===== src/rtl/wpr_pkg.sv =====
package wpr_pkg;
  localparam logic [7:0] ADDR_IDX = 8'h08;
  localparam logic [7:0] ADDR_WIP = 8'h09;
  localparam logic [7:0] ADDR_CTL = 8'h0A;

  localparam logic [1:0] MODE_MANUAL = 2'b00;

  typedef struct packed {
    logic wip_hold;   // bit 2: wiper under host control
    logic idx_hold;   // bit 1: index under host control
    logic stby;       // bit 0: standby
  } ctl_t;
endpackage


===== src/rtl/wpr_addr_map.sv =====
module wpr_addr_map #(
  parameter int IN_W  = 8,
  parameter int SHIFT = 1,
  parameter int DEPTH = 72,
  parameter int AW    = $clog2(DEPTH)
) (
  input  logic [IN_W-1:0] code_i,
  output logic [AW-1:0]   idx_o
);
  localparam logic [IN_W-1:0] TOP = IN_W'(DEPTH - 1);

  logic [IN_W-1:0] shifted;

  always_comb begin
    shifted = code_i >> SHIFT;
    if (shifted > TOP) idx_o = TOP[AW-1:0];
    else               idx_o = shifted[AW-1:0];
  end
endmodule


===== src/rtl/wpr_sat_add.sv =====
module wpr_sat_add #(
  parameter int W        = 8,
  parameter bit SATURATE = 1'b1
) (
  input  logic [W-1:0] a_i,
  input  logic [W-1:0] b_i,
  output logic [W-1:0] sum_o
);
  logic [W:0] full;

  assign full = {1'b0, a_i} + {1'b0, b_i};

  generate
    if (SATURATE) begin : g_sat
      assign sum_o = full[W] ? {W{1'b1}} : full[W-1:0];
    end else begin : g_wrap
      assign sum_o = full[W-1:0];
    end
  endgenerate
endmodule


===== src/rtl/wpr_frame_seq.sv =====
module wpr_frame_seq (
  input  logic clk,
  input  logic rst_n,
  input  logic done_i,
  input  logic stby_i,
  input  logic run_i,
  output logic take_o,
  output logic load_o
);
  logic skip_q, skip_d;
  logic pend_q;

  // A frame is trusted only if it started after standby ended.
  assign take_o = done_i & ~stby_i & ~skip_q & run_i;
  assign load_o = pend_q & ~stby_i & run_i;

  always_comb begin
    skip_d = skip_q;
    if (stby_i)      skip_d = 1'b1;
    else if (done_i) skip_d = 1'b0;
  end

  always_ff @(posedge clk or negedge rst_n) begin
    if (!rst_n) begin
      skip_q <= 1'b0;
      pend_q <= 1'b0;
    end else begin
      skip_q <= skip_d;
      pend_q <= take_o;
    end
  end
endmodule


===== src/rtl/wiper_ctrl_top.sv =====
module wiper_ctrl_top
  import wpr_pkg::*;
#(
  parameter int TEMP_W     = 8,
  parameter int DATA_W     = 8,
  parameter int TBL_DEPTH  = 72,
  parameter int ADDR_SHIFT = 1,
  localparam int AW        = $clog2(TBL_DEPTH)
) (
  input  logic              clk,
  input  logic              rst_n,
  input  logic              conv_done_i,
  input  logic [TEMP_W-1:0] temp_code_i,
  input  logic [1:0]        mode_i,
  input  logic [DATA_W-1:0] offset_i,
  output logic [AW-1:0]     tbl_addr_o,
  input  logic [DATA_W-1:0] tbl_data_i,
  input  logic              reg_we_i,
  input  logic [7:0]        reg_addr_i,
  input  logic [DATA_W-1:0] reg_wdata_i,
  output logic [DATA_W-1:0] reg_rdata_o,
  output logic [DATA_W-1:0] wiper_o
);
  // reset: asynchronous entry, synchronous release
  logic [1:0] rst_q;
  logic       rst_sn;

  always_ff @(posedge clk or negedge rst_n) begin
    if (!rst_n) rst_q <= 2'b00;
    else        rst_q <= {rst_q[0], 1'b1};
  end
  assign rst_sn = rst_q[1];

  ctl_t              ctl_q, ctl_d;
  logic [AW-1:0]     idx_q, idx_d;
  logic [DATA_W-1:0] wip_q, wip_d;
  logic              idx_en, wip_en;

  logic tbl_mode, add_mode;
  logic hw_idx, hw_wip, hw_ctl;
  logic take, load;
  logic auto_idx, host_idx, auto_wip, host_wip;
  logic [AW-1:0]     temp_idx, host_idx_val;
  logic [DATA_W-1:0] sum, load_val;

  assign tbl_mode = (mode_i != MODE_MANUAL);
  assign add_mode = mode_i[1];
  assign hw_idx   = reg_we_i && (reg_addr_i == ADDR_IDX);
  assign hw_wip   = reg_we_i && (reg_addr_i == ADDR_WIP);
  assign hw_ctl   = reg_we_i && (reg_addr_i == ADDR_CTL);

  wpr_frame_seq u_seq (
    .clk    (clk),
    .rst_n  (rst_sn),
    .done_i (conv_done_i),
    .stby_i (ctl_q.stby),
    .run_i  (tbl_mode),
    .take_o (take),
    .load_o (load)
  );

  wpr_addr_map #(.IN_W(TEMP_W), .SHIFT(ADDR_SHIFT), .DEPTH(TBL_DEPTH), .AW(AW)) u_tmap (
    .code_i (temp_code_i),
    .idx_o  (temp_idx)
  );

  wpr_addr_map #(.IN_W(DATA_W), .SHIFT(0), .DEPTH(TBL_DEPTH), .AW(AW)) u_hmap (
    .code_i (reg_wdata_i),
    .idx_o  (host_idx_val)
  );

  wpr_sat_add #(.W(DATA_W), .SATURATE(1'b1)) u_add (
    .a_i   (tbl_data_i),
    .b_i   (offset_i),
    .sum_o (sum)
  );

  assign load_val = add_mode ? sum : tbl_data_i;

  // next-state logic
  always_comb begin
    auto_idx = take & ~ctl_q.idx_hold;
    host_idx = hw_idx & (~tbl_mode | ctl_q.idx_hold);
    auto_wip = load & ~ctl_q.wip_hold;
    host_wip = hw_wip & (~tbl_mode | ctl_q.wip_hold);

    idx_en = auto_idx | host_idx;
    idx_d  = auto_idx ? temp_idx : host_idx_val;
    wip_en = auto_wip | host_wip;
    wip_d  = auto_wip ? load_val : reg_wdata_i;
    ctl_d  = hw_ctl ? ctl_t'(reg_wdata_i[2:0]) : ctl_q;
  end

  // registers
  always_ff @(posedge clk or negedge rst_sn) begin
    if (!rst_sn) begin
      ctl_q <= '0;
      idx_q <= '0;
      wip_q <= '0;
    end else begin
      ctl_q <= ctl_d;
      if (idx_en) idx_q <= idx_d;
      if (wip_en) wip_q <= wip_d;
    end
  end

  always_comb begin
    reg_rdata_o = '0;
    case (reg_addr_i)
      ADDR_IDX: reg_rdata_o = DATA_W'(idx_q);
      ADDR_WIP: reg_rdata_o = wip_q;
      ADDR_CTL: reg_rdata_o = DATA_W'(ctl_q);
      default:  reg_rdata_o = '0;
    endcase
  end

  assign tbl_addr_o = idx_q;
  assign wiper_o    = wip_q;
endmodule


===== config.mk =====
export PLATFORM = sky130hd
export DESIGN_NAME = wiper_ctrl_top
export DESIGN_NICKNAME = d
export VERILOG_FILES = /design/src/rtl/wpr_pkg.sv /design/src/rtl/wpr_addr_map.sv /design/src/rtl/wpr_sat_add.sv /design/src/rtl/wpr_frame_seq.sv /design/src/rtl/wiper_ctrl_top.sv
export SDC_FILE = /design/constraint.sdc
export NUM_CORES = 1
export LEC_CHECK = 0
export ABC_AREA = 1
export BUFFER_PORTS_ARGS = -buffer_cell sky130_fd_sc_hd__buf_2
export CAP_MARGIN = 20
export CORE_UTILIZATION = 50
export CTS_BUF_LIST = sky130_fd_sc_hd__clkbuf_8 sky130_fd_sc_hd__clkbuf_16
export CTS_CLUSTER_SIZE = 10
export DETAILED_ROUTE_END_ITERATION = 16
export PLACE_DENSITY = 0.92
export SLEW_MARGIN = 10
export SYNTH_ARGS = -nofsm -noshare
export SYNTH_HDL_FRONTEND = slang
export SYNTH_SLANG_ARGS = --single-unit

===== constraint.sdc =====
create_clock -name clk -period 1.9 [get_ports clk]
set_input_delay 0.38 -clock clk [delete_from_list [all_inputs] [get_ports clk]]
set_output_delay 0.38 -clock clk [all_outputs]
set_load 0.02 [all_outputs]

==> flow_summary.ini, run 1 <==
[timing]
finalCritPeriodShare = 0.962
hold_viol = 0
min_period_ps = 1830
slew_viol_final = 0
timing.fmax_ghz = 0.547
worstMarginPinSlew_ps = 826
slew_headroom = 0.450
report.final.setup_viol = 0
hold_slack_ps = 342
fin_skew_ps = 3.42
layout_setup_ws_ps = 71.5
rsz0062_at_grt = true

[clock_tree]
clk_latency_ps = 260
htreeDepth = 1
cts_root_buf = clkbuf_8
cts.clk_slew.worst_paths_ps = 80
cts-buffers-inserted = 3
clockBufferDepth = 2
tritoncts = done
clock_sinks = 22

[floorplan]
fp.dieH_um = 60.4
die_w_um = 60.4
initial_core_util = 0.540
ioPinCount = 69
fp-row-count = 20
die_area_um2 = 3650
core_um2 = 3150

[layout]
fin_nets = 371
nFillCells = 279
layout.cells.most_common_list = buf_2, nand2_1, inv_1, nor2_1, dfrtp_1
diodes = 0
area_delta_synth_final_pct = 29.0
final_common_cell = buf_2
finalInstanceArea_um2 = 2200
layout-drive-gt1-share = 0.306

[setup_path]
worst-r2r-cell-count = 8
r2r_slack_ps = 370
critPathSlowestCell = nor3_4
crit_chain = buf_2 > nor2_1 > nand2_2 > nor3_4 > buf_6 > nand2_1 > o21ai_0 > buf_2
r2r_start = ctl_q[0]
crit_fanout = 7
end_kind = primary output
startpoint_type = primary input
reg2reg_to = tbl_addr_o[3]
worstPathRequired_ps = 1520
worst_ep_arrival_time_ps = 1450
worstSetupPathType = primary input to primary output
crit_path_frequent_cell = buf_2
critical_path.max_stage_delay_ps = 220

[placed_design]
place_ws_ps = -185
finalWeightedCongestion = 0.869
port_buffers = 67
place_area_um2 = 2090
dp_hpwl_mm = 3.55

[min_path]
hold_class = register to async pin

[drt]
wl_per_cell_um = 12.2
first_iter_violations = 80
num_vias = 1868
dr.pass1.iters = 5
drc_errors = 0
drt_wl_total_mm = 4.38
ant_nets = 0
vias_per_cell = 5.22

[global_routing]
antenna_found_initial = 0
grt_pass1_wl_mm = 7.34
grt_overflow = 0
grt_start_max_net_pins = 21
grt_pass1_vias = 1712
grt_use_total = 0.263

[outcome]
status = complete, no violations

[power_and_ir_drop]
cellLeakagePower_uw = 0.00117
cellPowerDensity_nw_per_um2 = 621
ir_drop_mv = 0.551

[synthesis]
synthDistinctLibCells = 34
ys_seq_area_frac = 0.323
syn-mean-instance-area_um2 = 7.07
synthCells = 241
ys_warn_count = 0
netlist_area_um2 = 1700
syn_nets = 296
synth-seq-cells = 22

[job]
max_cap_viol_count = 0
==> worst max-delay path, delay by kind of cell <==
kind,cells,cell delay [ps]
buf+inv,3,450
compound gates,1,70
simple gates,4,550
==> registers in the layout, indices dropped and copies added (netlist names) <==
register,flops
ctl_q,3
tbl_addr_o,7
rst_q,2
u_seq.skip_q,1
wiper_o,8
u_seq.pend_q,1
==> cells in the mapped netlist <==
master,number,area [um^2]
a211oi_1,1,7.51
a21oi_1,12,60.1
a21oi_2,2,17.5
buf_4,1,7.51
buf_6,1,11.3
clkbuf_1,1,3.75
conb_1,1,3.75
dfrtp_1,22,551
fa_1,1,20.0
ha_1,8,100
inv_1,36,135
nand2_1,52,195
nand2_2,2,12.5
nand2_4,2,22.5
nand3_1,15,75.1
nand3_2,2,20.0
nand3b_1,2,15.0
nor2_1,30,113
nor2_2,3,18.8
nor2_4,1,11.3
nor3_4,1,16.3
nor4_1,2,12.5
nor4_4,1,21.3
o211ai_1,1,7.51
o21ai_0,25,125
o21ai_1,3,15.0
o21ai_2,1,8.76
o21ai_4,1,16.3
o21bai_1,3,22.5
o22ai_1,3,18.8
o31ai_1,1,7.51
or2_2,1,6.26
xnor2_1,2,17.5
xor2_1,1,8.76
==> kinds of logic after synthesis <==
family | after synthesis | share of synthesized area
simple gates | 114 | 0.316
compound gates | 53 | 0.180
buf+inv | 39 | 0.0925
flops | 22 | 0.323
fa+ha+maj | 9 | 0.0705
xor+xnor | 3 | 0.0154
other cells | 1 | 0.00220
==> power breakdown <==
group / leakage (uW) / switching (uW) / internal [uW]
sequential: 0.000262 / 59.2 / 532
clock: 0.0000216 / 142 / 141
combinational: 0.000883 / 305 / 186
total: 0.00117 / 506 / 860
==> area by class of cell <==
| class | instances | area, um^2 | area share |
|---|---|---|---|
| Multi-Input combinational cell | 180 | 1020 | 0.466 |
| Sequential cell | 22 | 551 | 0.250 |
| Inverter | 36 | 135 | 0.0615 |
| Clock buffer | 3 | 41.3 | 0.0188 |
| Timing Repair Buffer | 73 | 392 | 0.178 |
| Tap cell | 44 | 55.1 | 0.0250 |
==> stage by stage <==
stage	std cells	power, uW	setup TNS (ps)	util
finish	358	1370	0	0.697
global route	358	1450	-34.8	0.697
CTS	356	1360	0	0.683
detailed placement	352	1080	-1080	0.664
global placement	352	1060	-686	0.664
floorplan	241	899	0	-
==> worst max path at each step <==
stage                        from        endpoint  slack (ps)
finish              reg_addr_i[7]  reg_rdata_o[6]          70
global route        reg_addr_i[3]  reg_rdata_o[1]         -20
CTS                 reg_addr_i[2]  reg_rdata_o[2]          50
detailed placement    offset_i[0]      wiper_o[6]        -180
global placement      offset_i[0]      wiper_o[6]        -120
floorplan           reg_addr_i[5]  reg_rdata_o[2]         120
==> layer usage <==
layer  track usage  part of all wire  vias to the layer above  wire [um]
li1              -                 -                      930          -
met1         0.364              0.45                      846       1960
met2         0.444              0.48                       92       2090
met3        0.0469             0.076                        0        334
met4        0.0266                 0                        0          0
met5             0                 0                        -          0
==> what timing repair did <==
item / CTS / global route
setup buffers: 0 / 2
gates resized for setup: 1 / 13
endpoints found under the setup margin: 1 / 13
hold buffers: 1 / 0
cloned: 0 / 0
pin swaps: 0 / 3
hold endpoints to repair: 2 / 0
Power figures use the tool's default switching activity.
==> run 2, diff against run 1 <==
--- a/config.mk
+++ b/config.mk
@@ -9,7 +9,7 @@
 export BUFFER_PORTS_ARGS = -buffer_cell sky130_fd_sc_hd__buf_2
 export CAP_MARGIN = 20
 export CORE_UTILIZATION = 50
-export CTS_BUF_LIST = sky130_fd_sc_hd__clkbuf_8 sky130_fd_sc_hd__clkbuf_16
+export CTS_BUF_LIST = sky130_fd_sc_hd__clkbuf_2 sky130_fd_sc_hd__clkbuf_4 sky130_fd_sc_hd__clkbuf_8
 export CTS_CLUSTER_SIZE = 10
 export DETAILED_ROUTE_END_ITERATION = 16
 export PLACE_DENSITY = 0.92
==> flow_summary.ini, run 2 (synthesis results as in run 1) <==
[setup_path]
crit_path_frequent_cell = buf_2
critPathSlowestCell = nor4_2
startpoint_type = primary input
worst_ep_arrival_time_ps = 1490
cpLargestDelayFamily = simple AND/OR/NAND/NOR gates
end_kind = primary output
path_buf_inv = 3
worstSetupPathType = primary input to primary output
crit_chain = buf_2 > nor2_2 > inv_1 > nor4_2 > nand2_1 > o211ai_1 > buf_2
crit_fanout = 3
critical_path.max_stage_delay_ps = 330
worstPathRequired_ps = 1520

[drt]
wl_per_cell_um = 12.2
drt_wl_total_mm = 4.35
vias_per_cell = 5.16
ant_nets = 0
num_vias = 1843
dr.pass1.iters = 4
first_iter_violations = 96
drc_errors = 0

[clock_tree]
htreeDepth = 1
cts-buffers-inserted = 3
tritoncts = done
clk_latency_ps = 300
clockBufferDepth = 2
cts_root_buf = clkbuf_4
clock_sinks = 22
cts.clk_slew.worst_paths_ps = 110

[global_routing]
grt_use_total = 0.261
gr-max-usage-layer = met2
grt_util_met1 = 0.363
grt_overflow = 0
grtUsageMet2 = 0.444
antenna_found_initial = 0
grt_pass1_wl_mm = 7.33
grt_pass1_vias = 1704
grt_start_max_net_pins = 21
met3_usage = 0.0469

[timing]
fin_skew_ps = 2.08
fin_tns_setup_ps = 0
rsz0062_at_grt = true
slew_headroom = 0.459
hold_viol = 0
worstMarginPinSlew_ps = 812
hold_slack_ps = 291
report.final.setup_viol = 0
timing.fmax_ghz = 0.535
min_period_ps = 1870
finalCritPeriodShare = 0.985
slew_viol_final = 0

[floorplan]
ioPinCount = 69
fp.dieH_um = 60.4
core_um2 = 3150
die_w_um = 60.4
die_area_um2 = 3650
initial_core_util = 0.540
fp-row-count = 20

[layout]
layout-drive-gt1-share = 0.300
final_common_cell = buf_2
area_delta_synth_final_pct = 26.7
diodes = 0
fin_nets = 370
largest_reg_flops = 8
nFillCells = 287
layout.cells.most_common_list = buf_2, nand2_1, inv_1, nor2_1, dfrtp_1

[placed_design]
dp_hpwl_mm = 3.55
finalWeightedCongestion = 0.869
port_buffers = 67

[min_path]
hold_class = primary input to register

[power_and_ir_drop]
cellPowerDensity_nw_per_um2 = 594
ir_drop_mv = 0.394
cellLeakagePower_uw = 0.00115

[outcome]
status = complete, no violations

[job]
max_cap_viol_count = 0
[run 2: path summary, 6_finish.rpt]
kind | startpoint | to | slack [ps] | cells past startpoint
max | reg_addr_i[2] | reg_rdata_o[2] | 30 | 7
min | conv_done_i | u_seq.skip_q | 290 | 2
max reg2reg | ctl_q[0] | tbl_addr_o[3] | 360 | 8
min reg2reg | rst_q[1] | tbl_addr_o[3] | 340 | 0
max in group asynchronous | rst_q[1] | tbl_addr_o[6] | 1060 | 0
min in group asynchronous | rst_q[1] | tbl_addr_o[3] | 340 | 0
[run 2: metal layers]
metal	share of wire	vias to the layer above
li1	-	926
met1	0.46	826
met2	0.48	89
met3	0.065	2
met4	0.00092	0
met5	0	-
[run 2: what timing repair did]
item                       in CTS  in global routing
hold endpoints to repair        2                  0
resized for setup               1                 10
buffers inserted                0                  1
setup endpoints to repair       1                  9
pin swaps                       0                  1
hold buffers                    1                  0
[run 2: power breakdown]
part	internal [uW]	switching (uW)
Clock	73.8	130
Combinational	185	302
Sequential	532	59.4
Total	791	491
[run 2: area by class of cell]
type                       instances  area, um^2  area share
multi-input combinational        180        1010       0.468
sequential                        22         551       0.255
timing repair buffer              72         384       0.178
inverter                          36         135      0.0626
tap                               44        55.1      0.0255
clock buffer                       3        22.5      0.0104
[run 2: per-stage QoR]
step	setup slack [ps]	instance area (um^2)	total power [uW]	cells	utilization
after floorplan	116	1700	899	241	-
after CTS	47.0	2130	1280	356	0.677
after global routing	-55.4	2160	1370	357	0.685
after global placement	-118	2090	1060	352	0.664
after detailed placement	-185	2090	1080	352	0.664
final	29.2	2160	1280	357	0.685
==> run 3, diff against run 2 <==
--- a/config.mk
+++ b/config.mk
@@ -8,6 +8,7 @@
 export ABC_AREA = 1
 export BUFFER_PORTS_ARGS = -buffer_cell sky130_fd_sc_hd__buf_2
 export CAP_MARGIN = 20
+export CORE_MARGIN = 3
 export CORE_UTILIZATION = 50
 export CTS_BUF_LIST = sky130_fd_sc_hd__clkbuf_2 sky130_fd_sc_hd__clkbuf_4 sky130_fd_sc_hd__clkbuf_8
 export CTS_CLUSTER_SIZE = 10
==> flow_summary.ini, run 3 (synthesis results as in run 1) <==
[min_path]
min_from = conv_done_i
hold_depth = 2
hold_class = primary input to register
hold_end = u_seq.skip_q

[clock_tree]
htreeDepth = 1
cts-buffers-inserted = 3
clockBufferDepth = 2
clock_sinks = 22
cts.clk_slew.worst_paths_ps = 120
clk_latency_ps = 310
cts_root_buf = clkbuf_4
tritoncts = done

[layout]
layout-drive-gt1-share = 0.298
final_cell_count_no_fill = 359
finalInstanceArea_um2 = 2160
area_delta_synth_final_pct = 27.0
fin_nets = 371
diodes = 0
layout.cells.most_common_list = buf_2, nand2_1, inv_1, nor2_1, o21ai_0
largest_reg_flops = 8
final_common_cell = buf_2

[timing]
slew_headroom = 0.457
worstMarginPinSlew_ps = 814
fin_tns_setup_ps = 0
layout_setup_ws_ps = 73.4
min_period_ps = 1830
rsz0062_at_grt = true
report.final.setup_viol = 0
slew_viol_final = 0
hold_viol = 0
fin_skew_ps = 1.46
timing.fmax_ghz = 0.547
finalCritPeriodShare = 0.961

[drt]
drc_errors = 0
num_vias = 1847
dr.pass1.iters = 4
vias_per_cell = 5.14
wl_per_cell_um = 12.3
ant_nets = 0
drt_wl_total_mm = 4.42
first_iter_violations = 58

[global_routing]
gr-max-usage-layer = met2
grt_start_max_net_pins = 21
grt_overflow = 0
grt_use_total = 0.221
met3_usage = 0.0404
grt_pass1_vias = 1771
grt_pass1_wl_mm = 7.46
grt_util_met1 = 0.287
grtUsageMet2 = 0.385
antenna_found_initial = 0

[setup_path]
r2r_start = ctl_q[0]
startpoint_type = primary input
end_kind = primary output
reg2reg_to = tbl_addr_o[5]
crit_fanout = 7
worstPathRequired_ps = 1520
worstSetupPathType = primary input to primary output
worst-r2r-cell-count = 8
worst_ep_arrival_time_ps = 1450
r2r_slack_ps = 370

[power_and_ir_drop]
swShare = 0.375
clkPwrFrac = 0.195
switching_power_uw = 502
intPower_uw = 835
p_seq_frac = 0.441
pwr-share-comb = 0.364
design_power_total_uw = 1340
cellLeakagePower_uw = 0.00116
ir_drop_mv = 0.442
cellPowerDensity_nw_per_um2 = 617

[placed_design]
finalWeightedCongestion = 0.877
place_area_um2 = 2100
dp_hpwl_mm = 3.63
place_ws_ps = -152
place_inst = 353
port_buffers = 67

[floorplan]
fp.dieH_um = 64.4
fp-row-count = 20
die_area_um2 = 4140
ioPinCount = 69
die_w_um = 64.4
initial_core_util = 0.540
core_um2 = 3150

[job]
max_cap_viol_count = 0

[outcome]
status = complete, no violations
==> run 3: power groups by stage <==
stage	sequential [uW]	clock, uW	combinational, uW
after floorplan	657	0	242
after global placement	597	0	468
after detailed placement	597	0	482
after CTS	590	260	485
after global routing	601	284	537
final	590	261	486
==> run 3: routing by layer <==
layer | share of wire | wire length [um]
met5 | 0 | 0
met2 | 0.48 | 2110
met1 | 0.43 | 1920
met4 | 0.0081 | 36
met3 | 0.080 | 355
==> run 3: how the worst max path moves through the flow <==
stage	from	end	slack, ps	cells after the start
floorplan	reg_addr_i[5]	reg_rdata_o[2]	120	5
global placement	offset_i[0]	wiper_o[4]	-110	11
finish	reg_addr_i[5]	reg_rdata_o[6]	70	8
CTS	reg_addr_i[5]	reg_rdata_o[2]	30	7
global route	reg_addr_i[2]	reg_rdata_o[2]	-20	7
detailed placement	offset_i[0]	wiper_o[4]	-150	11
==> run 3: worst max-delay path, stage by stage <==
cell     delay (ps)
buf_2            90
nor2_1          120
nand2_2         140
nor3_4          190
buf_4           190
nand2_1          70
o21ai_0          70
buf_2           190
==> run 3: repair_timing <==
item                                    CTS  global route
endpoints found under the setup margin    0             7
hold buffers                              1             0
setup buffers                             0             1
hold endpoints to repair                  2             0
gates resized for setup                   0             3
==> run 3: through the flow <==
| stage | hold WS (ps) | utilization |
|---|---|---|
| floorplan | 84.4 | - |
| global placement | 167 | 0.667 |
| detailed placement | 166 | 0.667 |
| CTS | 288 | 0.681 |
| global route | 329 | 0.687 |
| finish | 277 | 0.687 |
==> run 3: area by class of cell <==
class / count / area [um^2]
multi-input cells: 180 / 1000
fillers: 291 / 988
flip-flops and latches: 22 / 551
repair buffers: 73 / 385
inverters: 36 / 135
well taps: 44 / 55.1
clock buffers: 4 / 36.3
